--- src/rtl/irq_seq_pkg.sv ---
`timescale 1ns/1ps
package irq_seq_pkg;
    localparam int BYTE_W     = 8;
    localparam int WORD_W     = 16;
    localparam int FRAME_LEN  = 9;
    localparam int SLOT_W     = $clog2(FRAME_LEN);
    localparam int MASK_I_POS = 4;
    localparam int MASK_X_POS = 6;

    // frame slot index = push order (slot 0 lands at the entry stack pointer)
    localparam int SLOT_PCL = 0;
    localparam int SLOT_PCH = 1;
    localparam int SLOT_IYL = 2;
    localparam int SLOT_IYH = 3;
    localparam int SLOT_IXL = 4;
    localparam int SLOT_IXH = 5;
    localparam int SLOT_A   = 6;
    localparam int SLOT_B   = 7;
    localparam int SLOT_CCR = 8;

    typedef enum logic [1:0] {
        SRC_MASKABLE = 2'd0,
        SRC_NONMASK  = 2'd1,
        SRC_SOFT     = 2'd2,
        SRC_NONE     = 2'd3
    } src_kind_e;

    typedef enum logic [2:0] {
        ST_IDLE,
        ST_PUSH,
        ST_VEC_HI,
        ST_VEC_LO,
        ST_POP
    } seq_state_e;
endpackage

--- src/rtl/irq_seq_gate.sv ---
`timescale 1ns/1ps
module irq_seq_gate
    import irq_seq_pkg::*;
(
    input  logic              req_valid,
    input  logic [1:0]        req_kind,
    input  logic              insn_done,
    input  logic [BYTE_W-1:0] ccr,
    output logic              take
);
    always_comb begin
        unique case (src_kind_e'(req_kind))
            SRC_MASKABLE: take = req_valid & insn_done & ~ccr[MASK_I_POS];
            SRC_NONMASK:  take = req_valid & ~ccr[MASK_X_POS];
            SRC_SOFT:     take = req_valid & insn_done;
            default:      take = 1'b0;
        endcase
    end
endmodule

--- src/rtl/irq_seq_frame.sv ---
`timescale 1ns/1ps
module irq_seq_frame
    import irq_seq_pkg::*;
(
    input  logic                                 clk,
    input  logic                                 rst_n,
    input  logic                                 capture,
    input  logic [FRAME_LEN-1:0][BYTE_W-1:0]     cap_bytes,
    input  logic                                 wr_en,
    input  logic [SLOT_W-1:0]                    wr_slot,
    input  logic [BYTE_W-1:0]                    wr_byte,
    input  logic [SLOT_W-1:0]                    rd_slot,
    output logic [BYTE_W-1:0]                    rd_byte,
    output logic [FRAME_LEN-1:0][BYTE_W-1:0]     all_bytes
);
    logic [FRAME_LEN-1:0][BYTE_W-1:0] slot_q;

    for (genvar g = 0; g < FRAME_LEN; g++) begin : g_slot
        always_ff @(posedge clk or negedge rst_n) begin
            if (!rst_n) begin
                slot_q[g] <= '0;
            end else if (capture) begin
                slot_q[g] <= cap_bytes[g];
            end else if (wr_en && wr_slot == SLOT_W'(g)) begin
                slot_q[g] <= wr_byte;
            end
        end
    end

    always_comb begin
        rd_byte = '0;
        for (int k = 0; k < FRAME_LEN; k++) begin
            if (rd_slot == SLOT_W'(k)) rd_byte = slot_q[k];
        end
    end

    assign all_bytes = slot_q;
endmodule

--- src/rtl/irq_seq.sv ---
`timescale 1ns/1ps
module irq_seq
    import irq_seq_pkg::*;
(
    input  logic              clk,
    input  logic              rst_n,
    input  logic              req_valid,
    input  logic [1:0]        req_kind,
    input  logic [WORD_W-1:0] req_vector,
    input  logic              insn_done,
    output logic              req_ack,
    input  logic              ret_req,
    output logic              busy,
    output logic              mem_we,
    output logic              mem_re,
    output logic [WORD_W-1:0] mem_addr,
    output logic [BYTE_W-1:0] mem_wdata,
    input  logic [BYTE_W-1:0] mem_rdata,
    input  logic [WORD_W-1:0] cur_pc,
    input  logic [WORD_W-1:0] cur_iy,
    input  logic [WORD_W-1:0] cur_ix,
    input  logic [BYTE_W-1:0] cur_a,
    input  logic [BYTE_W-1:0] cur_b,
    input  logic [BYTE_W-1:0] cur_ccr,
    input  logic [WORD_W-1:0] cur_sp,
    output logic              ld_pc,
    output logic              ld_ccr,
    output logic              ld_sp,
    output logic              ld_gpr,
    output logic [WORD_W-1:0] pc_out,
    output logic [WORD_W-1:0] iy_out,
    output logic [WORD_W-1:0] ix_out,
    output logic [BYTE_W-1:0] a_out,
    output logic [BYTE_W-1:0] b_out,
    output logic [BYTE_W-1:0] ccr_out,
    output logic [WORD_W-1:0] sp_out
);
    localparam logic [SLOT_W-1:0] LAST_SLOT = SLOT_W'(FRAME_LEN - 1);
    localparam logic [WORD_W-1:0] FRAME_SZ  = WORD_W'(FRAME_LEN);

    seq_state_e        state_q, state_d;
    logic [SLOT_W-1:0] cnt_q, cnt_d;
    logic [WORD_W-1:0] sp_q, sp_d;
    logic [WORD_W-1:0] vec_q, vec_d;
    src_kind_e         kind_q, kind_d;
    logic [BYTE_W-1:0] hi_q, hi_d;

    logic                             take;
    logic                             frm_capture;
    logic                             frm_wr;
    logic [SLOT_W-1:0]                frm_wr_slot;
    logic [SLOT_W-1:0]                frm_rd_slot;
    logic [BYTE_W-1:0]                frm_rd_byte;
    logic [FRAME_LEN-1:0][BYTE_W-1:0] frm_bytes;
    logic [FRAME_LEN-1:0][BYTE_W-1:0] snap;

    assign snap = {cur_ccr, cur_b, cur_a, cur_ix[15:8], cur_ix[7:0],
                   cur_iy[15:8], cur_iy[7:0], cur_pc[15:8], cur_pc[7:0]};

    irq_seq_gate u_gate (
        .req_valid (req_valid),
        .req_kind  (req_kind),
        .insn_done (insn_done),
        .ccr       (cur_ccr),
        .take      (take)
    );

    irq_seq_frame u_frame (
        .clk       (clk),
        .rst_n     (rst_n),
        .capture   (frm_capture),
        .cap_bytes (snap),
        .wr_en     (frm_wr),
        .wr_slot   (frm_wr_slot),
        .wr_byte   (mem_rdata),
        .rd_slot   (frm_rd_slot),
        .rd_byte   (frm_rd_byte),
        .all_bytes (frm_bytes)
    );

    // state register
    always_ff @(posedge clk or negedge rst_n) begin
        if (!rst_n) begin
            state_q <= ST_IDLE;
            cnt_q   <= '0;
            sp_q    <= '0;
            vec_q   <= '0;
            kind_q  <= SRC_NONE;
            hi_q    <= '0;
        end else begin
            state_q <= state_d;
            cnt_q   <= cnt_d;
            sp_q    <= sp_d;
            vec_q   <= vec_d;
            kind_q  <= kind_d;
            hi_q    <= hi_d;
        end
    end

    assign busy = (state_q != ST_IDLE);

    // next state and outputs
    always_comb begin
        state_d     = state_q;
        cnt_d       = cnt_q;
        sp_d        = sp_q;
        vec_d       = vec_q;
        kind_d      = kind_q;
        hi_d        = hi_q;
        req_ack     = 1'b0;
        mem_we      = 1'b0;
        mem_re      = 1'b0;
        mem_addr    = '0;
        mem_wdata   = '0;
        frm_capture = 1'b0;
        frm_wr      = 1'b0;
        frm_wr_slot = '0;
        frm_rd_slot = '0;
        ld_pc       = 1'b0;
        ld_ccr      = 1'b0;
        ld_sp       = 1'b0;
        ld_gpr      = 1'b0;
        pc_out      = '0;
        iy_out      = '0;
        ix_out      = '0;
        a_out       = '0;
        b_out       = '0;
        ccr_out     = '0;
        sp_out      = '0;
        unique case (state_q)
            ST_IDLE: begin
                if (ret_req) begin
                    state_d = ST_POP;
                    cnt_d   = '0;
                    sp_d    = cur_sp;
                end else if (take) begin
                    req_ack     = 1'b1;
                    frm_capture = 1'b1;
                    sp_d        = cur_sp;
                    vec_d       = req_vector;
                    kind_d      = src_kind_e'(req_kind);
                    cnt_d       = '0;
                    state_d     = ST_PUSH;
                end
            end
            ST_PUSH: begin
                mem_we      = 1'b1;
                mem_addr    = sp_q - WORD_W'(cnt_q);
                frm_rd_slot = cnt_q;
                mem_wdata   = frm_rd_byte;
                if (cnt_q == LAST_SLOT) state_d = ST_VEC_HI;
                else                    cnt_d   = cnt_q + SLOT_W'(1);
            end
            ST_VEC_HI: begin
                mem_re   = 1'b1;
                mem_addr = vec_q;
                hi_d     = mem_rdata;
                state_d  = ST_VEC_LO;
            end
            ST_VEC_LO: begin
                mem_re   = 1'b1;
                mem_addr = vec_q + WORD_W'(1);
                ld_pc    = 1'b1;
                pc_out   = {hi_q, mem_rdata};
                ld_sp    = 1'b1;
                sp_out   = sp_q - FRAME_SZ;
                ld_ccr   = 1'b1;
                ccr_out  = frm_bytes[SLOT_CCR];
                ccr_out[MASK_I_POS] = 1'b1;
                if (kind_q == SRC_NONMASK) ccr_out[MASK_X_POS] = 1'b1;
                state_d  = ST_IDLE;
            end
            ST_POP: begin
                mem_re      = 1'b1;
                mem_addr    = sp_q + WORD_W'(cnt_q) + WORD_W'(1);
                frm_wr      = 1'b1;
                frm_wr_slot = LAST_SLOT - cnt_q;
                if (cnt_q == LAST_SLOT) begin
                    ld_pc   = 1'b1;
                    ld_gpr  = 1'b1;
                    ld_ccr  = 1'b1;
                    ld_sp   = 1'b1;
                    pc_out  = {frm_bytes[SLOT_PCH], mem_rdata};
                    iy_out  = {frm_bytes[SLOT_IYH], frm_bytes[SLOT_IYL]};
                    ix_out  = {frm_bytes[SLOT_IXH], frm_bytes[SLOT_IXL]};
                    a_out   = frm_bytes[SLOT_A];
                    b_out   = frm_bytes[SLOT_B];
                    ccr_out = frm_bytes[SLOT_CCR];
                    sp_out  = sp_q + FRAME_SZ;
                    state_d = ST_IDLE;
                end else begin
                    cnt_d = cnt_q + SLOT_W'(1);
                end
            end
            default: state_d = ST_IDLE;
        endcase
    end
endmodule

--- config.mk ---
export PLATFORM = sky130hd
export DESIGN_NAME = irq_seq
export DESIGN_NICKNAME = d
export VERILOG_FILES = /design/src/rtl/irq_seq_pkg.sv /design/src/rtl/irq_seq_gate.sv /design/src/rtl/irq_seq_frame.sv /design/src/rtl/irq_seq.sv
export SDC_FILE = /design/constraint.sdc
export NUM_CORES = 1
export LEC_CHECK = 0
export CAP_MARGIN = 20
export CORE_MARGIN = 8
export CORE_UTILIZATION = 52
export CTS_BUF_LIST = sky130_fd_sc_hd__clkbuf_8
export DETAILED_ROUTE_END_ITERATION = 12
export DONT_BUFFER_PORTS = 1
export PLACE_DENSITY = 0.76
export SLEW_MARGIN = 20
export SYNTH_ARGS = -nofsm -noshare
export SYNTH_HDL_FRONTEND = slang
export SYNTH_SLANG_ARGS = --single-unit
--- constraint.sdc ---
create_clock -name clk -period 3.71 [get_ports clk]
set_clock_uncertainty 0.1 [all_clocks]
set_input_delay 0.371 -clock clk [delete_from_list [all_inputs] [get_ports clk]]
set_output_delay 0.371 -clock clk [all_outputs]
set_load 0.005 [all_outputs]
### Word level (Yosys, flattened, before mapping)

Cells that the tools add are included.

| word-level totals | value |
|---|---|
| word-level logic and storage cells | 155 |
| output and inout port bits | 120 |
| input port bits | 119 |
| bits in registers | 121 |

| cells by class | value |
|---|---|
| add/subtract/negate cells | 8 |
| multiplexer cells | 67 |
| reductions and logical operators | 31 |
| equality and inequality tests | 28 |
| bitwise gates (word level) | 6 |

Operators by type and width:

| operator | count |
|---|---|
| 8-bit two-way mux | 33 |
| 16-bit two-way mux | 8 |
| 16-bit case mux with 2 select lines | 2 |
| 16-bit case mux with 4 select lines | 1 |
| 16-bit by 1-bit adder with 16-bit output (second input constant) | 2 |
| 4-bit by 3-bit equality test with 1-bit output (second input constant) | 8 |
| 2-bit nonzero test | 11 |
| 4-bit two-way mux | 5 |
| 16-bit by 4-bit adder with 16-bit output | 1 |
| 16-bit by 4-bit adder with 16-bit output (second input constant) | 1 |
| 4-bit by 2-bit equality test with 1-bit output (second input constant) | 4 |
| 8-bit case mux with 2 select lines | 1 |
| 16-bit by 4-bit subtractor with 16-bit output | 1 |
| 16-bit by 4-bit subtractor with 16-bit output (second input constant) | 1 |
| 4-bit equality test (second input constant) | 3 |
| 3-bit two-way mux | 4 |
| 3-bit case mux with 4 select lines | 1 |
| 1-bit logical AND | 9 |
| 1-bit two-way mux | 9 |
| 3-bit AND reduction | 3 |
| 4-bit by 1-bit equality test with 1-bit output (second input constant) | 2 |
| 4-bit logical NOT | 2 |
| 4-bit case mux with 2 select lines | 1 |
| 3-bit by 2-bit equality test with 1-bit output (second input constant) | 2 |
| 18 further kinds | 25 |

### Logic depth before layout (Yosys ltp)

| depth | value |
|---|---|
| depth after elaboration | 13 |
| gate-level depth with buffers | 12 |
| gate-level depth less buffers | 10 |

### Hierarchy

A second synthesis with hierarchy kept.

| unflattened totals | value |
|---|---|
| cell total of the unflattened synthesis | 1062 |
| area, all modules | 8792.2 um^2 |

By module, submodules not included:

| module | area an instance (um^2) | instances | seq. area each (um^2) | cells each |
|---|---|---|---|---|
| irq_seq | 4695.8 | 1 | 1228.7 | 609 |
| irq_seq_frame | 4067.7 | 1 | 1801.7 | 448 |
| irq_seq_gate | 28.8 | 1 | 0.0 | 5 |

### Least setup slack after synthesis

No wires, ideal clock.

| timing | value |
|---|---|
| path kind | reg2out |
| from | register cnt_q[0] |
| to | output port mem_addr[11] |
| required time | 3239 ps |
| arrival | 2597 ps |
| stages on the path, launching flop included | 11 |
| path slack | 642 ps |
| cell sequence | dfrtp_1 > clkbuf_1 > clkbuf_1 > inv_2 > ha_1 > o21ba_2 > o311ai_1 > nand3_1 > xnor2_1 > a22oi_1 > o21ai_1 |

| between the ends | value |
|---|---|
| word-level cells in the longest chain between the ends | 3 |

Ends and longest elaborated chain:

| element | line | source |
|---|---|---|
| start, declared | irq_seq.sv:42 | `logic [SLOT_W-1:0] cnt_q, cnt_d;` |
| start signal, assigned | irq_seq.sv:92 | `cnt_q <= cnt_d;` |
| 16-bit by 4-bit adder with 16-bit output | irq_seq.sv:175 | `mem_addr = sp_q + WORD_W'(cnt_q) + WORD_W'(1);` |
| 16-bit by 1-bit adder with 16-bit output | irq_seq.sv:175 |  |
| 16-bit case mux with 4 select lines (*) | irq_seq.sv:130 | `unique case (state_q)` |
| end, declared | irq_seq.sv:16 | `output logic [WORD_W-1:0] mem_addr,` |

Every way passes the cells marked *; elsewhere a longest branch is shown, timed or not.

### Worst setup path after layout

| timing | value |
|---|---|
| from | register cnt_q[1] |
| to | output port mem_addr[7] |

The elaborated chain is that of the path after synthesis.

==> flow_summary_export.csv <==
group,metric,value,unit
outcome,status,"complete, no violations",
placement,dpl_cell_area,0.00885,sq mm
worst_setup_path,start_kind,"flop",
floorplan,die_x,146,um
worst_setup_path,required,3.24,ns
power,p_per_area,807,mW/mm^2
cts,cts_buffers,17,
cts,clk_pin_slew,0.08,ns
global_routing,antenna_found_initial,0,
synth,postSynthNetCount,1158,
synth,ys.flop_type,"dfrtp_1",
global_routing,grt_pass1_vias,8349,
floorplan,die_area,0.0212,sq mm
worst_setup_path,end_kind,"primary output",
synth,syn-cell-area,0.00875,sq mm
power,comb_power_share,50.8,%
sta,fmax,283,MHz
detailed_routing,avgViaCountPerCell,6.41,
synth,synth-edff-count,0,
sta,slew_violations,0,
sta,max_slew_margin,47.9,%
sta,rsz0062_at_grt,"false",
sta,period_minus_slack,3.54,ns
finish,n_fill_cell,1328,
worst_setup_path,path_max_fanout,11,
cts,cts_tree,"yes",
power,p_leak,4.65,nW
detailed_routing,drc,0,
floorplan,start_util,52.9,%
detailed_routing,ant_nets,0,
cts,cts_setup_buffers,0,
cts,cts_root_buf,"clkbuf_8",
sta,setup_violations,0,
worst_setup_path,path_cells,"clkinv_1 -> ha_1 -> nor2b_1 -> o31ai_1 -> and2_1 -> nand2_1 -> xor2_1 -> o221ai_1 -> buf_4",
cts,cts.sink_count,121,
synth,yosys.area.top_type_share,34.0,%
worst_hold_path,hp-class,"input port to flop",
sta,fin_crit_sh,95.4,%
detailed_routing,wl_per_cell,24.2,um
placement,portBuffers,0,
sta,hold_viol,0,
worst_setup_path,slowest_delay,0.45,ns
floorplan,coreArea,0.0165,sq mm
job,cap_violations,0,
cts,clkLatencyLatePin,0.46,ns
synth,synth-seq-area-share,34.6,%
synth,ys_seq_elements,121,
worst_setup_path,cp_num_buf_inv,2,
placement,gp_congestion,0.915,
floorplan,dieHeight,146,um
power,p_clk_share,16.5,%
worst_setup_path,arrival,3.07,ns
detailed_routing,vias,8527,
global_routing,grt_usage,29.6,%
detailed_routing,routed_wl,32.2,mm
finish,regArea,0.00303,sq mm
worst_setup_path,path_class,"flop to primary output",
synth,synth_cells,1024,
global_routing,grt_max_degree,122,
synth,ys_top_cells_by_count,"nor2_1, dfrtp_1, a21oi_1, mux2i_1, and2_1",
global_routing,globalRoute.totalOverflow,0,
power,internal-power,4.62,mW
synth,yosys_warnings,0,
sta,worst_slew_pin_slew,0.778,ns
synth,synthArstFlopShare,100,%
cts,h-tree-depth,4,
finish,design_area,0.0105,sq mm
worst_setup_path,cp_slowest_cell,"ha_1",
power,ir_drop,0.000447,V
detailed_routing,first_iter_violations,938,
global_routing,grt_pass1_wl,49.3,mm
sta,fin_tns_setup,0,ns
finish,multiInputGateArea,0.00525,sq mm
finish,fin_nets,1232,
power,switching_share,45.5,%
synth,synth_top_area_cell,"dfrtp_1",
floorplan,core.rowCount,47,
detailed_routing,dr.pass1.iters,6,
synth,yosysMostFrequentCell,"nor2_1",
synth,yosysUniqueCellTypes,67,
synth,syn_area_per_cell,8.54,sq um
worst_setup_path,path_delay_family,"simple AND/OR/NAND/NOR gates",
synth,synthTopCellsByArea,"dfrtp_1, mux2i_1, a21oi_1",
finish,area_growth,20.1,%
power,seqPwrFrac,32.7,%
finish,drive_gt1_share,12.2,%
cts,clock_path_buffers,2,
finish,n_antenna_cell,0,
power,p_sw,3.86,mW
floorplan,boundaryPins,239,
placement,dp_hpwl,21.5,mm
sequential cells by signal, summed over array words and instances, names as in the netlist:
signal,cells
u_frame.all_bytes,72
sp_q,16
vec_q,16
hi_q,8
cnt_q,4
state_q,3
kind_q,2
cells by family (layout without fill, tap and decap cells):
kind of cell,after synthesis,count (layout),synth area share (%)
xor gates and xnor gates,31,31,3.10
adders and majority gates,15,15,2.32
DFF,121,121,34.6
AOI/OAI and AO/OA,262,262,19.1
buffers and inverters,111,198,5.42
and+or+nand+nor,358,358,20.4
muxes,126,126,15.1
path summary, 6_finish.rpt:
kind                              startpoint               endpoint  slack [ns]  cells past startpoint
worst max-delay path                cnt_q[1]            mem_addr[7]        0.17                      9
worst min-delay path            mem_rdata[1]   u_frame.all_bytes[1]        0.02                      2
worst max register to register      cnt_q[1]  u_frame.all_bytes[42]        0.20                      8
worst min register to register     kind_q[0]              kind_q[0]        0.39                      2
max in group asynchronous              rst_n  u_frame.all_bytes[44]        2.56                      2
min in group asynchronous              rst_n  u_frame.all_bytes[65]        0.44                      2
power groups by stage:
| stage | registers (mW) | logic, mW | clock network, mW |
|---|---|---|---|
| 2_1_floorplan | 2.32 | 3.31 | 0 |
| 3_3_place_gp | 2.73 | 3.95 | 0 |
| 3_5_place_dp | 2.75 | 4.01 | 0 |
| 4_1_cts | 2.73 | 4.20 | 1.41 |
| 5_1_grt | 2.83 | 4.68 | 1.46 |
| 6_report | 2.77 | 4.30 | 1.40 |
cells in the final DEF (no fill, tap or decap), types with 16 or more instances in the layout:
cell and instances:
nor2_1 126, dfrtp_1 119, dlygate4sd3_1 116, a21oi_1 107, mux2i_1 79, and2_1 66
nand2_1 62, mux2_2 47, o21ai_0 40, buf_4 30, clkbuf_8 20, xnor2_1 16
o22ai_1 16
metrics by stage:
stage | worst slack [ns] | hold WS [ns] | instances | utilization (%) | total power, mW
2_1_floorplan | 0.642 | -0.0246 | 1024 | - | 5.63
3_5_place_dp | 0.644 | -0.0146 | 1182 | 53.6 | 6.77
5_1_grt | 0.0406 | 0.0191 | 1331 | 63.6 | 8.98
4_1_cts | 0.118 | 0.0000503 | 1331 | 63.5 | 8.34
6_report | 0.172 | 0.0192 | 1331 | 63.6 | 8.47
3_3_place_gp | 0.698 | -0.0199 | 1182 | 53.6 | 6.69
metal layers:
layer | wire length (um) | vias to the layer above | GRT usage (%)
met3 | 3350 | 109 | 7.00
met2 | 15100 | 560 | 47.1
met5 | 0 | - | 0
met4 | 1660 | 0 | 17.2
met1 | 12100 | 4072 | 36.0
li1 | - | 3786 | -
layout make-up:
class | count | share of cell area, %
clock inverter | 12 | 1.75
timing repair buffer | 147 | 13.5
tap | 220 | 2.62
multi-input combinational | 792 | 50.0
inverter | 19 | 0.679
sequential | 121 | 28.9
clock buffer | 20 | 2.62
what timing repair did:
action | in CTS | in global routing
endpoints found under the setup margin | 0 | 16
hold buffers | 117 | 0
gates resized for setup | 0 | 3
hold endpoints to repair | 233 | 0
(Power assumes the default switching activity.)
